[src/rtl/jr_occ_pkg.sv]
package jr_occ_pkg;

  localparam int STATUS_W = 12;

  typedef enum logic [1:0] {
    HALT_RUN  = 2'd0,
    HALT_BUSY = 2'd1,
    HALT_DONE = 2'd2
  } haltStateT;

  localparam logic [3:0] ERR_NONE    = 4'd0;
  localparam logic [3:0] ERR_RMV_OVF = 4'd8;
  localparam logic [3:0] ERR_ADD_OVF = 4'd9;

  typedef struct packed {
    logic loadSize;
    logic addJobs;
    logic rmvJobs;
    logic consume;
    logic produce;
    logic clearRing;
  } ringStrobeT;

endpackage

[src/rtl/jr_wrap_index.sv]
module jr_wrap_index #(
  parameter int W = 10
) (
  input  logic         clk,
  input  logic         rstN,
  input  logic         clear,
  input  logic         step,
  input  logic [W-1:0] limit,
  output logic [W-1:0] idx
);

  logic [W:0] nextIdx;

  always_comb begin
    nextIdx = {1'b0, idx} + {{W{1'b0}}, 1'b1};
  end

  always_ff @(posedge clk or negedge rstN) begin
    if (!rstN) begin
      idx <= '0;
    end else if (clear) begin
      idx <= '0;
    end else if (step) begin
      if (nextIdx >= {1'b0, limit}) idx <= '0;
      else                          idx <= nextIdx[W-1:0];
    end
  end

endmodule

[src/rtl/jr_occ_datapath.sv]
module jr_occ_datapath
  import jr_occ_pkg::*;
#(
  parameter int SIZE_W = 10
) (
  input  logic              clk,
  input  logic              rstN,
  input  ringStrobeT        strobe,
  input  logic [SIZE_W-1:0] inSizeIn,
  input  logic [SIZE_W-1:0] outSizeIn,
  input  logic [SIZE_W-1:0] addCount,
  input  logic [SIZE_W-1:0] rmvCount,
  output logic [SIZE_W-1:0] inFree,
  output logic [SIZE_W-1:0] inQueued,
  output logic [SIZE_W-1:0] inFlight,
  output logic [SIZE_W-1:0] outFull,
  output logic [SIZE_W-1:0] outSize,
  output logic [SIZE_W-1:0] inRdIdx,
  output logic [SIZE_W-1:0] outWrIdx
);

  localparam int NUM_IDX = 2;

  logic [SIZE_W-1:0] inSizeQ;
  logic [SIZE_W-1:0] addAmt;
  logic [SIZE_W-1:0] rmvAmt;
  logic [SIZE_W-1:0] oneIn;
  logic [SIZE_W-1:0] oneOut;
  logic [NUM_IDX-1:0] stepVec;
  logic [SIZE_W-1:0] limitVec [NUM_IDX];
  logic [SIZE_W-1:0] idxVec   [NUM_IDX];
  logic idxClear;

  always_comb begin
    addAmt      = strobe.addJobs ? addCount : '0;
    rmvAmt      = strobe.rmvJobs ? rmvCount : '0;
    oneIn       = {{(SIZE_W-1){1'b0}}, strobe.consume};
    oneOut      = {{(SIZE_W-1){1'b0}}, strobe.produce};
    stepVec     = {strobe.produce, strobe.consume};
    limitVec[0] = inSizeQ;
    limitVec[1] = outSize;
    idxClear    = strobe.loadSize | strobe.clearRing;
    inRdIdx     = idxVec[0];
    outWrIdx    = idxVec[1];
  end

  always_ff @(posedge clk or negedge rstN) begin
    if (!rstN) begin
      inSizeQ  <= '0;
      outSize  <= '0;
      inFree   <= '0;
      inQueued <= '0;
      inFlight <= '0;
      outFull  <= '0;
    end else if (strobe.loadSize) begin
      inSizeQ  <= inSizeIn;
      outSize  <= outSizeIn;
      inFree   <= inSizeIn;
      inQueued <= '0;
      inFlight <= '0;
      outFull  <= '0;
    end else if (strobe.clearRing) begin
      inFree   <= inSizeQ;
      inQueued <= '0;
      inFlight <= '0;
      outFull  <= '0;
    end else begin
      inFree   <= inFree - addAmt + oneIn;
      inQueued <= inQueued + addAmt - oneIn;
      inFlight <= inFlight + oneIn - oneOut;
      outFull  <= outFull + oneOut - rmvAmt;
    end
  end

  generate
    for (genvar g = 0; g < NUM_IDX; g++) begin : g_idx
      jr_wrap_index #(.W(SIZE_W)) u_idx (
        .clk   (clk),
        .rstN  (rstN),
        .clear (idxClear),
        .step  (stepVec[g]),
        .limit (limitVec[g]),
        .idx   (idxVec[g])
      );
    end
  endgenerate

endmodule

[src/rtl/jr_occ_control.sv]
module jr_occ_control
  import jr_occ_pkg::*;
#(
  parameter int SIZE_W = 10
) (
  input  logic                clk,
  input  logic                rstN,
  input  logic                sizeWe,
  input  logic                addWe,
  input  logic [SIZE_W-1:0]   addCount,
  input  logic                rmvWe,
  input  logic [SIZE_W-1:0]   rmvCount,
  input  logic                hwConsume,
  input  logic                hwProduce,
  input  logic                cmdReset,
  input  logic                intClrWe,
  input  logic [1:0]          intClrData,
  input  logic                cfgIntMask,
  input  logic                cfgStopOnErr,
  input  logic [SIZE_W-1:0]   inFree,
  input  logic [SIZE_W-1:0]   inQueued,
  input  logic [SIZE_W-1:0]   inFlight,
  input  logic [SIZE_W-1:0]   outFull,
  input  logic [SIZE_W-1:0]   outSize,
  output ringStrobeT          strobe,
  output logic [STATUS_W-1:0] intStatus,
  output logic                irq
);

  haltStateT haltState;
  logic      pending;
  logic      errFlag;
  logic [3:0] errType;
  logic running;
  logic rmvAllowed;
  logic loadOk;
  logic addOvf;
  logic rmvOvf;
  logic ringStopped;

  always_comb begin
    running     = (haltState == HALT_RUN);
    rmvAllowed  = (haltState != HALT_DONE);
    loadOk      = sizeWe && (haltState != HALT_BUSY);
    ringStopped = cfgStopOnErr && errFlag;
    addOvf      = !loadOk && addWe && running && (addCount > inFree);
    rmvOvf      = !loadOk && rmvWe && rmvAllowed && (rmvCount > outFull);

    strobe.loadSize  = loadOk;
    strobe.addJobs   = !loadOk && addWe && running && !addOvf;
    strobe.rmvJobs   = !loadOk && rmvWe && rmvAllowed && !rmvOvf;
    strobe.consume   = !loadOk && hwConsume && running && !ringStopped
                       && (inQueued != '0);
    strobe.produce   = !loadOk && hwProduce && (haltState != HALT_DONE)
                       && (inFlight != '0) && (outFull != outSize);
    strobe.clearRing = !loadOk && (haltState == HALT_BUSY) && (inFlight == '0);
  end

  always_ff @(posedge clk or negedge rstN) begin
    if (!rstN) begin
      haltState <= HALT_RUN;
    end else if (loadOk) begin
      haltState <= HALT_RUN;
    end else if (strobe.clearRing) begin
      haltState <= HALT_DONE;
    end else if (cmdReset && (haltState != HALT_BUSY)) begin
      haltState <= HALT_BUSY;
    end
  end

  always_ff @(posedge clk or negedge rstN) begin
    if (!rstN) begin
      errFlag <= 1'b0;
      errType <= ERR_NONE;
    end else if (addOvf) begin
      errFlag <= 1'b1;
      errType <= ERR_ADD_OVF;
    end else if (rmvOvf) begin
      errFlag <= 1'b1;
      errType <= ERR_RMV_OVF;
    end else if (intClrWe && intClrData[1]) begin
      errFlag <= 1'b0;
      errType <= ERR_NONE;
    end
  end

  always_ff @(posedge clk or negedge rstN) begin
    if (!rstN) begin
      pending <= 1'b0;
    end else if (strobe.produce) begin
      pending <= 1'b1;
    end else if (intClrWe && intClrData[0]) begin
      pending <= 1'b0;
    end
  end

  always_comb begin
    intStatus = {errType, 4'b0000, haltState, errFlag, pending};
    irq       = (pending && !cfgIntMask) || errFlag;
  end

endmodule

[src/rtl/jr_occupancy.sv]
module jr_occupancy
  import jr_occ_pkg::*;
#(
  parameter int SIZE_W = 10
) (
  input  logic                clk,
  input  logic                rstN,
  input  logic                sizeWe,
  input  logic [SIZE_W-1:0]   inSizeIn,
  input  logic [SIZE_W-1:0]   outSizeIn,
  input  logic                addWe,
  input  logic [SIZE_W-1:0]   addCount,
  input  logic                rmvWe,
  input  logic [SIZE_W-1:0]   rmvCount,
  input  logic                hwConsume,
  input  logic                hwProduce,
  input  logic                cmdReset,
  input  logic                intClrWe,
  input  logic [1:0]          intClrData,
  input  logic                cfgIntMask,
  input  logic                cfgStopOnErr,
  output logic [SIZE_W-1:0]   inFree,
  output logic [SIZE_W-1:0]   inQueued,
  output logic [SIZE_W-1:0]   outFull,
  output logic [SIZE_W-1:0]   inRdIdx,
  output logic [SIZE_W-1:0]   outWrIdx,
  output logic [STATUS_W-1:0] intStatus,
  output logic                irq
);

  ringStrobeT        strobe;
  logic [SIZE_W-1:0] inFlight;
  logic [SIZE_W-1:0] outSize;

  jr_occ_control #(.SIZE_W(SIZE_W)) u_ctrl (
    .clk          (clk),
    .rstN         (rstN),
    .sizeWe       (sizeWe),
    .addWe        (addWe),
    .addCount     (addCount),
    .rmvWe        (rmvWe),
    .rmvCount     (rmvCount),
    .hwConsume    (hwConsume),
    .hwProduce    (hwProduce),
    .cmdReset     (cmdReset),
    .intClrWe     (intClrWe),
    .intClrData   (intClrData),
    .cfgIntMask   (cfgIntMask),
    .cfgStopOnErr (cfgStopOnErr),
    .inFree       (inFree),
    .inQueued     (inQueued),
    .inFlight     (inFlight),
    .outFull      (outFull),
    .outSize      (outSize),
    .strobe       (strobe),
    .intStatus    (intStatus),
    .irq          (irq)
  );

  jr_occ_datapath #(.SIZE_W(SIZE_W)) u_dp (
    .clk       (clk),
    .rstN      (rstN),
    .strobe    (strobe),
    .inSizeIn  (inSizeIn),
    .outSizeIn (outSizeIn),
    .addCount  (addCount),
    .rmvCount  (rmvCount),
    .inFree    (inFree),
    .inQueued  (inQueued),
    .inFlight  (inFlight),
    .outFull   (outFull),
    .outSize   (outSize),
    .inRdIdx   (inRdIdx),
    .outWrIdx  (outWrIdx)
  );

endmodule

[config.mk]
export PLATFORM = sky130hd
export DESIGN_NAME = jr_occupancy
export DESIGN_NICKNAME = d
export VERILOG_FILES = /design/src/rtl/jr_occ_pkg.sv /design/src/rtl/jr_wrap_index.sv /design/src/rtl/jr_occ_datapath.sv /design/src/rtl/jr_occ_control.sv /design/src/rtl/jr_occupancy.sv
export SDC_FILE = /design/constraint.sdc
export NUM_CORES = 1
export LEC_CHECK = 0
export BUFFER_PORTS_ARGS = -buffer_cell sky130_fd_sc_hd__clkbuf_2
export CAP_MARGIN = 5
export CORE_UTILIZATION = 40
export CTS_CLUSTER_SIZE = 28
export DETAILED_ROUTE_END_ITERATION = 16
export PLACE_DENSITY = 0.62
export SLEW_MARGIN = 10
export SYNTH_ARGS = -nofsm -noshare
export SYNTH_HDL_FRONTEND = slang
export SYNTH_HIERARCHICAL = 1
export SYNTH_SLANG_ARGS = --single-unit
[constraint.sdc]
create_clock -name clk -period 4.2 [get_ports clk]
set_clock_uncertainty 0.1 [all_clocks]
set_input_delay 0.84 -clock clk [delete_from_list [all_inputs] [get_ports clk]]
set_output_delay 0.84 -clock clk [all_outputs]
set_load 0.05 [all_outputs]
==> results_dict.tcl, run 1 <==
set metrics [dict create \
    outcome "finished with violations" \
    violations "DRC" \
    wire_per_inst_um 14.8 \
    synthFlopType "dfrtp_1" \
    rr_worst_depth 20 \
    syn_to_final_growth_pct 20.3 \
    start_kind "input port" \
    dieHeight_um 135 \
    worstSetupEndpointType "flop" \
    num_antenna_cells 0 \
    dieArea_sq_mm 0.0181 \
    synthTopCellsByCount "ha_1 (106), inv_1 (105), dfrtp_1 (85), nor2_1 (50), nand2_1 (46)" \
    synth.area.top_cells "dfrtp_1 (30%), ha_1 (19%), inv_1 (5.6%)" \
    synth-async-reset-ratio 1.00 \
    yosys.cell_types.count 62 \
    syn_inst 786 \
    synth_top_area_frac 0.302 \
    drive_gt1_frac 0.227 \
    grt_max_degree 41 \
    crit_arrival_ns 4.11 \
    clock_latency_ns 0.34 \
    cts_tree "yes" \
    slew_viol_final 0 \
    grt_overflow 0 \
    fin_nets 1102 \
    synth_edf_count 0 \
    ctsHoldBuffers 0 \
    relSlewSlack 0.638 \
    num_io_pins 116 \
    clk_pin_slew_ns 0.07 \
    worst_slew_pin_slew_ns 0.539 \
    yosysMostFrequentCell "ha_1" \
    setup_violations 0 \
    drt_iter0_markers 320 \
    grt_setup_unrepaired "no" \
    ys_ff_latch 85 \
    min_period_over_period 0.941 \
    dpl_worst_slack_ns -0.194 \
    finalHoldWorstSlack_ns 0.304 \
    crit_type "input port to flop" \
    core_sq_mm 0.0172 \
    required_ns 4.36 \
    dp_cells 1152 \
    hold_class "input port to async pin" \
    clock-sinks 85 \
    gp_congestion 0.861 \
    grt_pass1_vias 5731 \
    hpwl_um 13800 \
    rr_endpoint "u_dp/inQueued[6]" \
    synth.avg_cell_area_sq_um 8.95 \
    ant_nets 0 \
    crit_slowest_cell "fa_1" \
    grt_antenna_before_repair 0 \
    p_per_area_mw_per_mm2 925 \
    fp-row-count 48 \
    final_cells 1168 \
    synth_top_area_cell "dfrtp_1" \
    p_leak_nw 4.29 \
    placed_area_sq_mm 0.00815 \
    crit_path_max_incr_delay_ns 0.39 \
    fin_util 0.491 \
    numPortBuffers 109 \
    r2r-start "u_dp/inFree[9]" \
    yosysSeqAreaShare 0.302 \
    maxCapViolCount 0 \
    critical_path.cell_chain "clkbuf_2 -> ha_1 -> a21oi_2 -> o21ai_0 -> a211o_1 -> or2_2 -> a21oi_1 -> buf_4 -> nand2_1 -> inv_1 -> ha_1 -> inv_1 -> ha_1 -> inv_1 -> fa_1 -> nor2b_2 -> o31a_1 -> o21a_1 -> nor3_1 -> nor3_1" \
    setup_slack_ns 0.249 \
    yosys_warnings 6 \
    grt_util_all_layers 0.197 \
    wl_um 17200 \
    vdd_ir_drop_max_mv 0.497 \
    p_total_mw 7.84 \
    synth.cell_area_sq_mm 0.00704 \
    cp_max_fo 8 \
    viasPerCell 5.08 \
    cts_root_buf "clkbuf_16" \
    firstDrtPassIters 10 \
    max_freq_ghz 0.253 \
    cts_buffers 9 \
    clockBufferDepth 2 \
    die_x_um 135 \
    start_util 0.408 \
    cts_max_level 3 \
    finalSetupTns_ns 0 \
    num_vias 5934 \
    design_area_sq_mm 0.00847 \
    grt_pass1_wl_um 28100 \
    drc_errors 1 \
    min_period_ns 3.95 \
    rrSetupSlack_ns 0.35 \
    report.final.hold_viol_count 0 \
]
-- area by class of cell --
type	instances	area [sq um]
Clock buffer	10	229
Fill cell	1690	8770
Timing Repair Buffer	161	938
Clock inverter	5	52.6
Tap cell	225	282
Inverter	106	398
Sequential cell	85	2130
Multi-Input combinational cell	576	4440
-- layout by cell type (no fill, tap or decap), types with 10 or more instances in the layout --
master    instances
a211oi_1         12
a21o_1           12
a21oi_1          34
and3_1           12
buf_4            53
clkbuf_2        108
dfrtp_1          85
ha_1            105
inv_1           105
mux2_2           17
nand2_1          46
nand2b_1         24
nand3_1          19
nor2_1           50
nor3_1           14
o21ai_0          25
o21ai_1          11
o32ai_1          10
xnor2_1          28
xor2_1           23
-- registers in the layout, indices dropped and copies added, names as in the netlist, 2 cells and up --
register	flops
u_dp/inQueued	10
u_dp/inSizeQ	10
u_dp/inFree	10
u_dp/outSize	10
u_dp/outFull	10
u_dp/inFlight	10
u_ctrl/haltState	2
u_dp/g_idx.u_idx/idx	20
-- report_power, final --
group,total (mW),internal (mW),switching (mW)
sequential,1.64,1.22,0.415
combinational,5.41,2.30,3.11
clock,0.791,0.455,0.336
total,7.84,3.98,3.86
-- per-layer routing --
layer | vias up | global-route usage | wire, um | share of wire
li1 | 3038 | - | - | -
met5 | - | 0 | 0 | 0
met2 | 97 | 0.342 | 8450 | 0.49
met1 | 2791 | 0.257 | 8070 | 0.47
met4 | 0 | 0.0493 | 132 | 0.0077
met3 | 8 | 0.0267 | 589 | 0.034
-- timing repair --
action | 4_1_cts | 5_1_grt
buffers inserted | 0 | 1
gates resized for setup | 0 | 5
setup endpoints to repair | 0 | 8
-- worst max-delay path: cells and delay by family --
kind,cells,cell delay [ns]
fa+ha+maj,4,1.08
compound gates,6,1.02
simple gates,5,0.68
buf+inv,5,0.47
-- how the worst max path moves through the flow --
stage | start | to | slack (ns)
6_report | addCount[7] | u_dp/inQueued[6] | 0.25
5_1_grt | addCount[7] | u_dp/inQueued[6] | 0.002
4_1_cts | addCount[9] | u_dp/inQueued[6] | 0.14
3_5_place_dp | addCount[9] | u_dp/inFree[4] | -0.19
3_3_place_gp | addCount[9] | u_dp/inQueued[6] | -0.11
2_1_floorplan | addCount[9] | u_dp/inFree[9] | 0.09
-- cell families after synthesis --
kind of cell | synth area share
AO/OA/AOI/OAI | 0.151
XOR/XNOR | 0.0635
adder cells (fa/ha/maj) | 0.200
buffers and inverters | 0.0765
flip-flops | 0.302
multiplexers | 0.0343
other | 0.000533
AND/OR/NAND/NOR | 0.172
Note: power is estimated with default switching activity, not from simulation.
==> run 2: changes to the inputs <==
Settings changed: RECOVER_POWER from default to 25.
==> results_dict.tcl, run 2 (synthesis gave the netlist of run 1 again) <==
set metrics [dict create \
    cts_max_level 3 \
    rrSetupSlack_ns 0.35 \
    maxCapViolCount 0 \
    grt_setup_unrepaired "no" \
    core_sq_mm 0.0172 \
    viasPerCell 5.07 \
    fin_util 0.491 \
    start_util 0.408 \
    firstDrtPassIters 10 \
    p_total_mw 7.84 \
    multiInputGateArea_sq_mm 0.00444 \
    final_common_cell "clkbuf_2" \
    fin_nets 1102 \
    grt_overflow 0 \
    fp-row-count 48 \
    max_freq_ghz 0.253 \
    cts_root_buf "clkbuf_16" \
    placed_area_sq_mm 0.00815 \
    slew_viol_final 0 \
    crit_arrival_ns 4.11 \
    relSlewSlack 0.0305 \
    largest_reg_flops 20 \
    drive_gt1_frac 0.225 \
    fillCellCount 1693 \
    start_kind "input port" \
    num_vias 5927 \
    cts_tree "yes" \
    crit_type "input port to flop" \
    drc_errors 1 \
    outcome "finished with violations" \
    clk_pin_slew_ns 0.07 \
    regMostFlops "u_dp/g_idx.u_idx/idx" \
    clock_latency_ns 0.34 \
    grt_max_degree 41 \
    syn_to_final_growth_pct 20.2 \
    min_period_ns 3.95 \
    min_period_over_period 0.941 \
    hpwl_um 13800 \
    crit_slowest_cell "fa_1" \
    gp_congestion 0.861 \
    numPortBuffers 109 \
    regArea_sq_mm 0.00213 \
    dp_cells 1152 \
    p_leak_nw 4.28 \
    worstSetupEndpointType "flop" \
    layout_common_cells "clkbuf_2 (109), inv_1 (105), ha_1 (105)" \
    crit_path_max_incr_delay_ns 0.39 \
    clock-sinks 85 \
    vdd_ir_drop_max_mv 0.497 \
    critical_path.cell_chain "clkbuf_2 -> ha_1 -> a21oi_2 -> o21ai_0 -> a211o_1 -> or2_2 -> a21oi_1 -> buf_4 -> nand2_1 -> inv_1 -> ha_1 -> inv_1 -> ha_1 -> inv_1 -> fa_1 -> nor2b_2 -> o31a_1 -> o21a_1 -> nor3_1 -> nor3_1" \
    cp_max_fo 8 \
    ant_nets 0 \
    required_ns 4.36 \
    final_cells 1168 \
    hold_class "flop to flop" \
    dieHeight_um 135 \
    p_per_area_mw_per_mm2 927 \
    dieArea_sq_mm 0.0181 \
    grt_util_all_layers 0.197 \
    grt_antenna_before_repair 0 \
    num_io_pins 116 \
    setup_violations 0 \
    clockBufferDepth 2 \
    num_antenna_cells 0 \
    wl_um 17200 \
    grt_pass1_vias 5731 \
    worst_slew_pin_slew_ns 1.45 \
    grt_pass1_wl_um 28100 \
    drt_iter0_markers 323 \
    report.final.hold_viol_count 0 \
    violations "DRC" \
    design_area_sq_mm 0.00846 \
    cts_buffers 9 \
    die_x_um 135 \
    wire_per_inst_um 14.8 \
    finalSetupTns_ns 0 \
]
-- run 2: cell types whose count changed in the layout (fill, tap and decap cells not counted), sizes merged --
cell	before	now
buf	53	50
clkbuf	118	121
-- run 2: per-layer routing --
layer | global-route usage | up-vias | share of wire
met5 | 0 | - | 0
met4 | 0.0493 | 0 | 0.0077
met3 | 0.0267 | 8 | 0.036
met2 | 0.342 | 108 | 0.49
met1 | 0.257 | 2773 | 0.47
li1 | - | 3038 | -
-- run 2: path summary, 6_finish.rpt --
| path | start | end | cells after the start |
|---|---|---|---|
| max | addCount[7] | u_dp/inQueued[6] | 20 |
| min | u_ctrl/pending | u_ctrl/pending | 1 |
| max reg2reg | u_dp/inFree[9] | u_dp/inQueued[6] | 20 |
| min reg2reg | u_ctrl/pending | u_ctrl/pending | 1 |
| max in group asynchronous | rstN | u_dp/g_idx[1].u_idx/idx[8] | 2 |
| min in group asynchronous | rstN | u_dp/inQueued[0] | 1 |
-- run 2: area by class of cell --
cell class,instances,share of cell area
Clock buffer,10,0.0271
Clock inverter,5,0.00621
Inverter,106,0.0470
Multi-Input combinational cell,576,0.525
Sequential cell,85,0.252
Tap cell,225,0.0333
Timing Repair Buffer,161,0.110
-- run 2: worst max-delay path: cells and delay by family --
| family | cells | cell delay [ns] |
|---|---|---|
| AND/OR/NAND/NOR | 5 | 0.68 |
| adder cells (fa/ha/maj) | 4 | 1.08 |
| buffers and inverters | 5 | 0.47 |
| AO/OA/AOI/OAI | 6 | 1.02 |
-- run 2: repair_timing --
item	CTS	global route
setup endpoints to repair	0	8
endpoints found under the hold margin	0	0
hold buffers	0	0
setup buffers	0	1
gates resized for setup	0	5
-- run 2: where the power goes --
group          leakage (nW)  switching, mW  total (mW)  internal (mW)
sequential             1.04          0.415        1.64           1.22
combinational          3.11           3.11        5.41           2.30
clock                 0.138          0.338       0.793          0.455
total                  4.28           3.86        7.84           3.98
-- run 2: metrics by stage --
step	setup slack, ns	hold WS (ns)
finish	0.249	0.418
detailed placement	-0.194	0.400
global placement	-0.113	0.405
floorplan	0.0910	0.374
CTS	0.143	0.307
global route	0.00158	0.446
